File: src/rtl/mrr_pkg.sv
package mrr_pkg;

  localparam int DATA_W    = 64;
  localparam int SIZE_W    = 32;
  localparam int PAGE_BITS = 12;

  // Page-aligned window start, pinned into the top 4 GiB.
  function automatic logic [DATA_W-1:0] win_start(input logic [DATA_W-1:0] raw);
    logic [DATA_W-1:0] s;
    s = '1;
    s[SIZE_W-1:0] = raw[SIZE_W-1:0];
    s[PAGE_BITS-1:0] = '0;
    return s;
  endfunction

  // Two's complement of the low mask half, page-aligned.
  function automatic logic [SIZE_W-1:0] win_size(input logic [DATA_W-1:0] mask);
    logic [SIZE_W-1:0] s;
    s = ~mask[SIZE_W-1:0] + SIZE_W'(1);
    s[PAGE_BITS-1:0] = '0;
    return s;
  endfunction

  // start <= a < start + size, computed one bit wider to avoid wrap.
  function automatic logic win_contains(input logic [DATA_W-1:0] a,
                                        input logic [DATA_W-1:0] start,
                                        input logic [SIZE_W-1:0] size);
    logic [DATA_W:0] lo;
    logic [DATA_W:0] hi;
    lo = {1'b0, start};
    hi = lo + {{(DATA_W+1-SIZE_W){1'b0}}, size};
    return ({1'b0, a} >= lo) && ({1'b0, a} < hi);
  endfunction

endpackage

File: src/rtl/mrr_regbank.sv
module mrr_regbank
  import mrr_pkg::*;
#(
  parameter int N_RANGES = 4,
  parameter int ADDR_W   = 12,
  parameter int WIN_BASE = 'h300
) (
  input  logic              clk,
  input  logic              rst_n,
  input  logic              wr_en,
  input  logic [ADDR_W-1:0] wr_addr,
  input  logic              wr_half,
  input  logic [DATA_W-1:0] wr_data,
  input  logic [ADDR_W-1:0] rd_addr,
  input  logic              rd_half,
  output logic [DATA_W-1:0] rd_data,
  output logic [DATA_W-1:0] regs_o [3*N_RANGES],
  output logic [N_RANGES-1:0] touch_o
);

  localparam int N_REGS  = 3 * N_RANGES;
  localparam int IDX_W   = $clog2(N_REGS);
  localparam int WIN_END = WIN_BASE + 8 * N_REGS;

  logic [ADDR_W-1:0] wr_off, rd_off;
  logic [IDX_W-1:0]  wr_idx, rd_idx;
  logic              wr_in_win, rd_in_win, wr_fire;
  logic [N_REGS-1:0] wr_sel;

  assign wr_in_win = (int'(wr_addr) >= WIN_BASE) && (int'(wr_addr) < WIN_END);
  assign rd_in_win = (int'(rd_addr) >= WIN_BASE) && (int'(rd_addr) < WIN_END);
  assign wr_off    = wr_addr - ADDR_W'(WIN_BASE);
  assign rd_off    = rd_addr - ADDR_W'(WIN_BASE);
  assign wr_idx    = wr_off[IDX_W+2:3];
  assign rd_idx    = rd_off[IDX_W+2:3];
  assign wr_fire   = wr_en && wr_in_win;

  for (genvar k = 0; k < N_REGS; k++) begin : g_reg
    assign wr_sel[k] = wr_fire && (wr_idx == IDX_W'(k));

    always_ff @(posedge clk) begin
      if (!rst_n) begin
        regs_o[k] <= '0;
      end else if (wr_sel[k]) begin
        if (!wr_half)
          regs_o[k] <= wr_data;
        else if (wr_addr[2])
          regs_o[k][DATA_W-1:SIZE_W] <= wr_data[SIZE_W-1:0];
        else
          regs_o[k][SIZE_W-1:0] <= wr_data[SIZE_W-1:0];
      end
    end

    AST_LO_WRITE_KEEPS_HI: assert property (@(posedge clk) disable iff (!rst_n)
      wr_sel[k] && wr_half && !wr_addr[2] |=> regs_o[k][DATA_W-1:SIZE_W] == $past(regs_o[k][DATA_W-1:SIZE_W]));
    AST_HI_WRITE_KEEPS_LO: assert property (@(posedge clk) disable iff (!rst_n)
      wr_sel[k] && wr_half && wr_addr[2] |=> regs_o[k][SIZE_W-1:0] == $past(regs_o[k][SIZE_W-1:0]));
    AST_OUTSIDE_NO_CHANGE: assert property (@(posedge clk) disable iff (!rst_n)
      wr_en && !wr_in_win |=> $stable(regs_o[k]));
  end

  for (genvar r = 0; r < N_RANGES; r++) begin : g_touch
    assign touch_o[r] = wr_fire && (wr_idx >= IDX_W'(3*r)) && (wr_idx < IDX_W'(3*r+3));
  end

  logic [DATA_W-1:0] rd_word;
  always_comb begin
    rd_word = '0;
    for (int k = 0; k < N_REGS; k++)
      if (rd_in_win && rd_idx == IDX_W'(k)) rd_word = regs_o[k];
    if (rd_half)
      rd_data = {{(DATA_W-SIZE_W){1'b0}}, rd_addr[2] ? rd_word[DATA_W-1:SIZE_W] : rd_word[SIZE_W-1:0]};
    else
      rd_data = rd_word;
  end

endmodule

File: src/rtl/mrr_window.sv
module mrr_window
  import mrr_pkg::*;
#(
  parameter int PORT_W = 2
) (
  input  logic              clk,
  input  logic              rst_n,
  input  logic              touch,
  input  logic [DATA_W-1:0] start_reg,
  input  logic [DATA_W-1:0] mask_reg,
  input  logic [DATA_W-1:0] route_reg,
  output logic              valid_o,
  output logic [DATA_W-1:0] start_o,
  output logic [SIZE_W-1:0] size_o,
  output logic [PORT_W-1:0] port_o
);

  logic              pending;
  logic [SIZE_W-1:0] new_size;

  assign new_size = win_size(mask_reg);

  always_ff @(posedge clk) begin
    if (!rst_n) begin
      valid_o <= 1'b0;
      pending <= 1'b0;
      start_o <= '0;
      size_o  <= '0;
      port_o  <= '0;
    end else if (touch) begin
      valid_o <= 1'b0;   // drop the old mapping before rebuilding
      pending <= 1'b1;
    end else if (pending) begin
      pending <= 1'b0;
      valid_o <= start_reg[0] && (new_size != '0);
      start_o <= win_start(start_reg);
      size_o  <= new_size;
      port_o  <= route_reg[PORT_W-1:0];
    end
  end

  AST_TOUCH_DISABLES: assert property (@(posedge clk) disable iff (!rst_n)
    touch |=> !valid_o);
  AST_VALID_NONZERO: assert property (@(posedge clk) disable iff (!rst_n)
    valid_o |-> size_o != '0);
  AST_START_SHAPE: assert property (@(posedge clk) disable iff (!rst_n)
    valid_o |-> (start_o[DATA_W-1:SIZE_W] == '1) && (start_o[PAGE_BITS-1:0] == '0));
  AST_SIZE_PAGED: assert property (@(posedge clk) disable iff (!rst_n)
    valid_o |-> size_o[PAGE_BITS-1:0] == '0);
  AST_PORT_HOLDS: assert property (@(posedge clk) disable iff (!rst_n)
    !pending |=> $stable(port_o));

endmodule

File: src/rtl/mrr_matcher.sv
module mrr_matcher
  import mrr_pkg::*;
#(
  parameter int N_RANGES = 4,
  parameter int PORT_W   = 2
) (
  input  logic [DATA_W-1:0]   addr,
  input  logic [N_RANGES-1:0] valid,
  input  logic [DATA_W-1:0]   start [N_RANGES],
  input  logic [SIZE_W-1:0]   size  [N_RANGES],
  input  logic [PORT_W-1:0]   port  [N_RANGES],
  output logic                hit,
  output logic [PORT_W-1:0]   port_o
);

  logic [N_RANGES-1:0] match;

  for (genvar r = 0; r < N_RANGES; r++) begin : g_cmp
    assign match[r] = valid[r] && win_contains(addr, start[r], size[r]);
  end

  // Walk from the top so the lowest matching index is the last to assign.
  always_comb begin
    hit    = 1'b0;
    port_o = '0;
    for (int r = N_RANGES - 1; r >= 0; r--) begin
      if (match[r]) begin
        hit    = 1'b1;
        port_o = port[r];
      end
    end
  end

endmodule

File: src/rtl/mmio_range_router.sv
module mmio_range_router
  import mrr_pkg::*;
#(
  parameter int N_RANGES = 4,
  parameter int N_PORTS  = 4,
  parameter int ADDR_W   = 12,
  parameter int WIN_BASE = 'h300,
  localparam int PORT_W  = $clog2(N_PORTS)
) (
  input  logic              clk,
  input  logic              rst_n,
  input  logic              wr_en,
  input  logic [ADDR_W-1:0] wr_addr,
  input  logic              wr_half,
  input  logic [63:0]       wr_data,
  input  logic [ADDR_W-1:0] rd_addr,
  input  logic              rd_half,
  output logic [63:0]       rd_data,
  input  logic [63:0]       lk_addr,
  output logic              lk_hit,
  output logic [PORT_W-1:0] lk_port
);

  logic [DATA_W-1:0]   regs  [3*N_RANGES];
  logic [N_RANGES-1:0] touch;
  logic [N_RANGES-1:0] win_valid;
  logic [DATA_W-1:0]   win_start_q [N_RANGES];
  logic [SIZE_W-1:0]   win_size_q  [N_RANGES];
  logic [PORT_W-1:0]   win_port_q  [N_RANGES];

  mrr_regbank #(
    .N_RANGES(N_RANGES), .ADDR_W(ADDR_W), .WIN_BASE(WIN_BASE)
  ) u_bank (
    .clk(clk), .rst_n(rst_n),
    .wr_en(wr_en), .wr_addr(wr_addr), .wr_half(wr_half), .wr_data(wr_data),
    .rd_addr(rd_addr), .rd_half(rd_half), .rd_data(rd_data),
    .regs_o(regs), .touch_o(touch)
  );

  for (genvar r = 0; r < N_RANGES; r++) begin : g_win
    mrr_window #(.PORT_W(PORT_W)) u_win (
      .clk(clk), .rst_n(rst_n), .touch(touch[r]),
      .start_reg(regs[3*r]), .mask_reg(regs[3*r+1]), .route_reg(regs[3*r+2]),
      .valid_o(win_valid[r]), .start_o(win_start_q[r]),
      .size_o(win_size_q[r]), .port_o(win_port_q[r])
    );
  end

  mrr_matcher #(.N_RANGES(N_RANGES), .PORT_W(PORT_W)) u_match (
    .addr(lk_addr), .valid(win_valid), .start(win_start_q),
    .size(win_size_q), .port(win_port_q), .hit(lk_hit), .port_o(lk_port)
  );

  AST_MISS_PORT_ZERO: assert property (@(posedge clk) disable iff (!rst_n)
    !lk_hit |-> lk_port == '0);
  AST_NO_VALID_NO_HIT: assert property (@(posedge clk) disable iff (!rst_n)
    (win_valid == '0) |-> !lk_hit);

endmodule

File: config.mk
export PLATFORM = sky130hd
export DESIGN_NAME = mmio_range_router
export DESIGN_NICKNAME = d
export VERILOG_FILES = /design/src/rtl/mrr_pkg.sv /design/src/rtl/mrr_regbank.sv /design/src/rtl/mrr_window.sv /design/src/rtl/mrr_matcher.sv /design/src/rtl/mmio_range_router.sv
export SDC_FILE = /design/constraint.sdc
export NUM_CORES = 2
export LEC_CHECK = 0
export BUFFER_PORTS_ARGS = -buffer_cell sky130_fd_sc_hd__buf_2
export CORE_AREA = 5 5 349 351
export CTS_CLUSTER_DIAMETER = 120
export DETAILED_ROUTE_END_ITERATION = 8
export DIE_AREA = 0 0 354 356
export GPL_TIMING_DRIVEN = 0
export MAX_ROUTING_LAYER = met4
export SYNTH_ARGS = -nofsm -noshare
export SYNTH_HDL_FRONTEND = slang
export SYNTH_SLANG_ARGS = --single-unit
File: constraint.sdc
create_clock -name clk -period 11.17 [get_ports clk]
set_input_delay 0.5585 -clock clk [delete_from_list [all_inputs] [get_ports clk]]
set_output_delay 0.5585 -clock clk [all_outputs]
set_load 0.02 [all_outputs]
# [After elaboration in Yosys (flattened, before gate mapping)]
# Index checks and enable logic that the tools add are counted.
# Widths: inputs -> output; s select.
[totals] regBits=948 in_bits=157 output_inout_bits=67 elab_cells=221
[op_classes] addsub=10 order_cmp=20 n_eq_ne=24 n_mux=29 bitwise=9 n_reduce_logical=85
[ops] op="$mux 64" n=14
[ops] op="$add 64x32->65" n=4
[ops] op="$lt 64x65->1" n=4
[ops] op="$ge 64x64->1" n=4
[ops] op="$add 32x1->32 const B" n=4
[ops] op="$not 32->32" n=4
[ops] op="$reduce_bool 32->1" n=4
[ops] op="$mux 32" n=3
[ops] op="$reduce_and 2->1" n=28
[ops] op="$logic_and 1x1->1" n=47
[ops] op="$eq 4x3->1 const B" n=8
[ops] op="$eq 4x4->1 const B" n=8
[ops] op="$ge 12x10->1 const B" n=2
[ops] op="$lt 12x10->1 const B" n=2
[ops] op="$eq 4x2->1 const B" n=4
[ops] op="$sub 7x1->7 const B" n=2
[ops] op="$eq 4x1->1 const B" n=2
[ops] op="$logic_not 4->1" n=2
[ops] op="$lt 4x4->1 const B" n=2
[ops] op="$mux 1" n=8
[ops] op="$mux 2" n=4
[ops] op="$reduce_or 2->1" n=4
[ops] op="$not 1->1" n=5
[ops] op="$ge 4x1->1 const B" n=1
[ops] op="other kinds (6)" n=7

# [Logic depth before layout (Yosys ltp)]
[logic_depth] word_depth=17 depth_mapped=25 depth_no_buf=24

# [Modules after synthesis]
# Synthesis repeated with hierarchy kept, for this count alone.
[hier_totals] hier_cells=7745 area_unflattened_um2=65029.9
[by_module_without_submodules] module="mrr_regbank" instances=1 cells_each=3773 area_each_um2=34933.5 seq_area_each_um2=15374.7
[by_module_without_submodules] module="mrr_matcher" instances=1 cells_each=2711 area_each_um2=20148.1 seq_area_each_um2=0.0
[by_module_without_submodules] module="mrr_window (g_win[0].u_win ...)" instances=3 cells_each=319 area_each_um2=2488.6 seq_area_each_um2=900.9
[by_module_without_submodules] module="mrr_window (g_win[3].u_win)" instances=1 cells_each=304 area_each_um2=2482.4 seq_area_each_um2=900.9

# [Worst setup path after synthesis]
# OpenSTA, ideal clock, no wires.
[synth_timing] path_kind="register to output" from="register g_win[2].u_win.size_o[12]" to="output lk_port[0]" arrival_time_ns=5.225 required_ns=10.612 slack_ns=5.386 path_stages_with_launch=26 path_buffers=1 path_cell_list="dfxtp_1 ha_1 fa_1 a21o_1 a21oi_1 nand2b_1 a21oi_1 nand4_1 a311oi_1 a41o_1 o41ai_1 clkbuf_1 o2111ai_1 ha_1 inv_1 ha_1 nand3_1 nor3_1 a221oi_1 o211ai_1 o21ai_0 a211oi_1 nor3_1 mux2i_1 mux2_2 mux2_2"
[synth_via] elab_chain_len=7
[synth_lines] item="start: declaration" line_no="mrr_window.sv:14" source="output logic [SIZE_W-1:0] size_o,"
[synth_lines] item="start signal: assignment" line_no="mrr_window.sv:37" source="size_o <= new_size;"
[synth_lines] item="$add 64x32->65" line_no="mrr_pkg.sv:31" source="hi = lo + {{(DATA_W+1-SIZE_W){1'b0}}, size};"
[synth_lines] item="$lt 64x65->1" line_no="mrr_pkg.sv:32" source="return ({1'b0, a} >= lo) && ({1'b0, a} < hi);"
[synth_lines] item="$logic_and 1x1->1" line_no="mrr_pkg.sv:32"
[synth_lines] item="$logic_and 1x1->1" line_no="mrr_matcher.sv:19" source="assign match[r] = valid[r] && win_contains(addr, start[r], size[r]);"
[synth_lines] item="$mux 2 (3 in series)" line_no="mrr_matcher.sv:27" source="if (match[r]) begin"
[synth_lines] item="end: declaration" line_no="mmio_range_router.sv:21" source="output logic [PORT_W-1:0] lk_port"
# Every way passes these cells.

# [Worst setup path after layout]
[layout_timing] from="register g_win[2].u_win.start_o[12]" to="output lk_port[1]"
[layout_via] elab_chain_len=7 elab_cells_between_ends=8 classes_between="add/sub (1); order compare (2); mux (3); reduce/logical (2)"
[layout_lines] item="start: declaration" line_no="mrr_window.sv:13" source="output logic [DATA_W-1:0] start_o,"
[layout_lines] item="start signal: assignment" line_no="mrr_window.sv:36" source="start_o <= win_start(start_reg);"
[layout_lines] item="$add 64x32->65" line_no="mrr_pkg.sv:31"
[layout_lines] item="$lt 64x65->1" line_no="mrr_pkg.sv:32"
[layout_lines] item="$logic_and 1x1->1 (*)" line_no="mrr_pkg.sv:32"
[layout_lines] item="$logic_and 1x1->1 (*)" line_no="mrr_matcher.sv:19"
[layout_lines] item="$mux 2 (*) (3 in series)" line_no="mrr_matcher.sv:27"
# Mark *: on every way between the ends. The rest lies on a longest branch, timed or not.

==> key figures <==
Synth
  • Synth Area per Inst: 7.88 µm²
  • Post-Syn Nets: approximately 7.4k
  • Sequential area share after synthesis: 0.359
  • Ys async rst share: 0
  • Yosys reg bits: 948
  • Cell variety after synth: 78
  • Yosys warning count: 0
  • Post-Syn Area: 52800 µm²
  • Post-synthesis cell count: 6698
  • Post-synth EDFFs: 0
  • Main synth FF type: dfxtp_1

Power
  • P_leak: 20.8 nW
  • Tot Pwr: 7.56 mW
  • Pwr per Cell Area: 127 nW/µm²
  • VDD IR-drop max: 0.127 mV

Timing
  • RSZ-0062 raised after global routing: false
  • Fmax achieved: about 120 MHz
  • Final WS setup: about 2.7 ns
  • Max Slew Vio Count: 0
  • Slew HR: 0.0553
  • Hold Fails Final Rpt: 0
  • Minimum clock period: roughly 8.4 ns
  • Setup TNS after final layout: 0 ns
  • Final Cycle Share: 0.755
  • Worst-margin pin slew: 1.42 ns
  • Final-report setup violation count: 0
  • Worst clock skew: 0.0294 ns

Clock tree
  • CTS tree: built
  • Clock buffer depth: 3
  • # clock sinks: 948
  • CTS Hold Bufs: 0
  • CTS Buf Count: 102
  • Post-CTS Setup Inserts: 0
  • # H-tree levels: 3
  • CTS Root Cell: clkbuf_16
  • Clock transition at the registers of the reported paths: 0.06 ns
  • Clk_lat worst skew: 0.70 ns
  • Cts repair resizes: 0

Critical path
  • CP top delay family: compound AO/OA/AOI/OAI gates
  • Arrival @ worst endpoint: just under 8 ns
  • Worst stage delay on the critical path: 0.80 ns
  • Slowest-stage cell, CP: nor3_1
  • Max FO, Critical Path: 10
  • Nature of the critical path startpoint: flop
  • CP endpoint kind: primary output
  • Critical path type: reg2out
  • CP Buf/Inv Count: 3
  • WP data required: 10.61 ns
  • Most common cell on crit path: ha_1

GRT
  • First-pass GRT wire length: 336000 µm
  • Initial antenna violation count: 9
  • Vias in the first global route: 50.1k
  • Total grt overflow: 0
  • Largest net degree at the start of global routing: 42
  • Overall Global Routing Usage: 0.367

Cells and area
  • Area of the multi-input gates: roughly 31000 µm²
  • Fin cells: slightly below 9k
  • Register area: ~19000 µm²
  • Post-route cell area: ~60000 µm²
  • Number of fillers in the final layout: around 12k
  • Area Overhead vs Synth: 12.3%
  • Nets@finish: about 7.7k
  • Share of cells above drive strength 1: 0.0611

Detailed routing
  • Detailed Routing Iterations Pass 1: 7
  • Average via count per standard cell: 6.20
  • DRC: 0
  • Via count: 53.6k
  • Detailed Route WL: ~230000 µm
  • Routed WL per cell: 27.1 µm
  • Final ANT Viol Nets: 0
  • Iteration-0 DRC Markers: 5865

Placed design
  • Area after DPL: ~56000 µm²
  • Post-Place Cells: 8459
  • Port Buf Inserts: 213
  • Hpwl dp: 181000 µm
  • Routability cong.: 1.05
  • Setup WS pre-CTS: 3.50 ns

Die
  • IO Pins: roughly 220
  • Die H: between 300 and 400 µm
  • Core area: roughly 120000 µm²
  • Die ar.: 126000 µm²
  • Initial core utilization: 0.445
  • Die X: 354 µm
  • Std-Cell Rows: approximately 130

Run status
  • Outcome: finished, final reports clean

Flow run
  • # Max-Cap Violations: 0

Worst hold path
  • Hold crit path type: in2reg
## layout by cell type (no fill, tap or decap), drive strengths merged, types with 95 or more instances in the layout
cell,n
nor2,642
dfxtp,948
buf,230
clkbuf,629
nand2,1238
a22oi,95
nand4,125
a21oi,779
o21ai,244
ha,496
nand3,112
inv,134
a211oi,424
## tightest hold or removal path, cell delays in order
cell	delay, ns
buf_2	0.13
nand2_1	0.06
a21oi_1	0.05
## area by class of cell
type	instances	share of cell area
flip-flops and latches	948	0.320
repair buffers	213	0.0180
inverters	132	0.00835
well taps	1548	0.0327
multi-input cells	5118	0.530
clock inverters	35	0.00776
clock buffers	146	0.0510
diodes	8	0.000338
plain buffers	500	0.0317
## registers in the layout, summed over array words and instances (netlist names)
name / cells
g_win.u_win.port_o: 8
g_win.u_win.size_o: 80
g_win.u_win.start_o: 84
g_win.u_win.pending: 4
g_win.u_win.valid_o: 4
u_bank.regs_o: 768
## cells in the mapped netlist (all sizes together) (13+ instances only)
cell	instances	area share
o31ai	23	0.0033
and2	16	0.0019
a222oi	30	0.0057
mux2i	88	0.017
ha	496	0.12
nand2b	29	0.0035
o21ai	244	0.023
nor3	53	0.0050
o22ai	49	0.0058
nor2	642	0.046
nor2b	48	0.0057
a21o	87	0.012
buf	17	0.0013
nand4	125	0.015
a21oi	779	0.074
xnor2	45	0.0075
dfxtp	948	0.36
o21a	23	0.0033
or3	20	0.0024
a31oi	13	0.0015
a221oi	48	0.0081
a211oi	424	0.060
and4	17	0.0028
or2	22	0.0026
a22o	16	0.0027
and3	14	0.0017
nor4	33	0.0048
clkbuf	483	0.034
o211ai	20	0.0028
a22oi	95	0.014
inv	132	0.0094
nand2	1238	0.088
xor2	45	0.0075
o2111ai	21	0.0035
a211o	25	0.0041
o221ai	32	0.0053
nand3	112	0.011
## report_power, final
| group | switching (mW) | internal (mW) | total [mW] |
|---|---|---|---|
| combinational | 0.436 | 0.157 | 0.593 |
| sequential | 0.00142 | 3.38 | 3.38 |
| clock | 1.48 | 2.10 | 3.58 |
| total | 1.92 | 5.64 | 7.56 |
## path summary, 6_finish.rpt
check                             start                      to  slack, ns  cells after the start
max reg2reg          u_bank.regs_o[455]  g_win[1].u_win.valid_o       6.80                     12
max          g_win[2].u_win.start_o[12]              lk_port[1]       2.74                     26
min reg2reg           u_bank.regs_o[16]       u_bank.regs_o[16]       0.45                      2
min                         wr_data[11]      u_bank.regs_o[587]       0.16                      3
## kinds of logic (layout without fill, tap and decap cells)
kind of cell,Yosys count,count (layout),synth area share
simple gates,2412,2412,0.196
other cells,0,8,0
compound gates,2012,2012,0.244
buf+inv,632,1026,0.0450
mux,104,104,0.0218
xor+xnor,90,90,0.0149
fa+ha+maj,500,500,0.119
flops,948,948,0.359
## routing by layer
layer  up-vias  track usage  part of all wire
met5         -            -                 0
met1     25300        0.428              0.38
li1      24800            -                 -
met4         0        0.288             0.098
met3       828       0.0513             0.078
met2      2725        0.570              0.44
## stage by stage
step | hold WS, ns | utilization
after floorplan | 0.432 | -
after CTS | 0.134 | 0.499
after global routing | 0.165 | 0.500
after global placement | 0.438 | 0.470
after detailed placement | 0.443 | 0.470
final | 0.159 | 0.500
(Power assumes the default switching activity.)
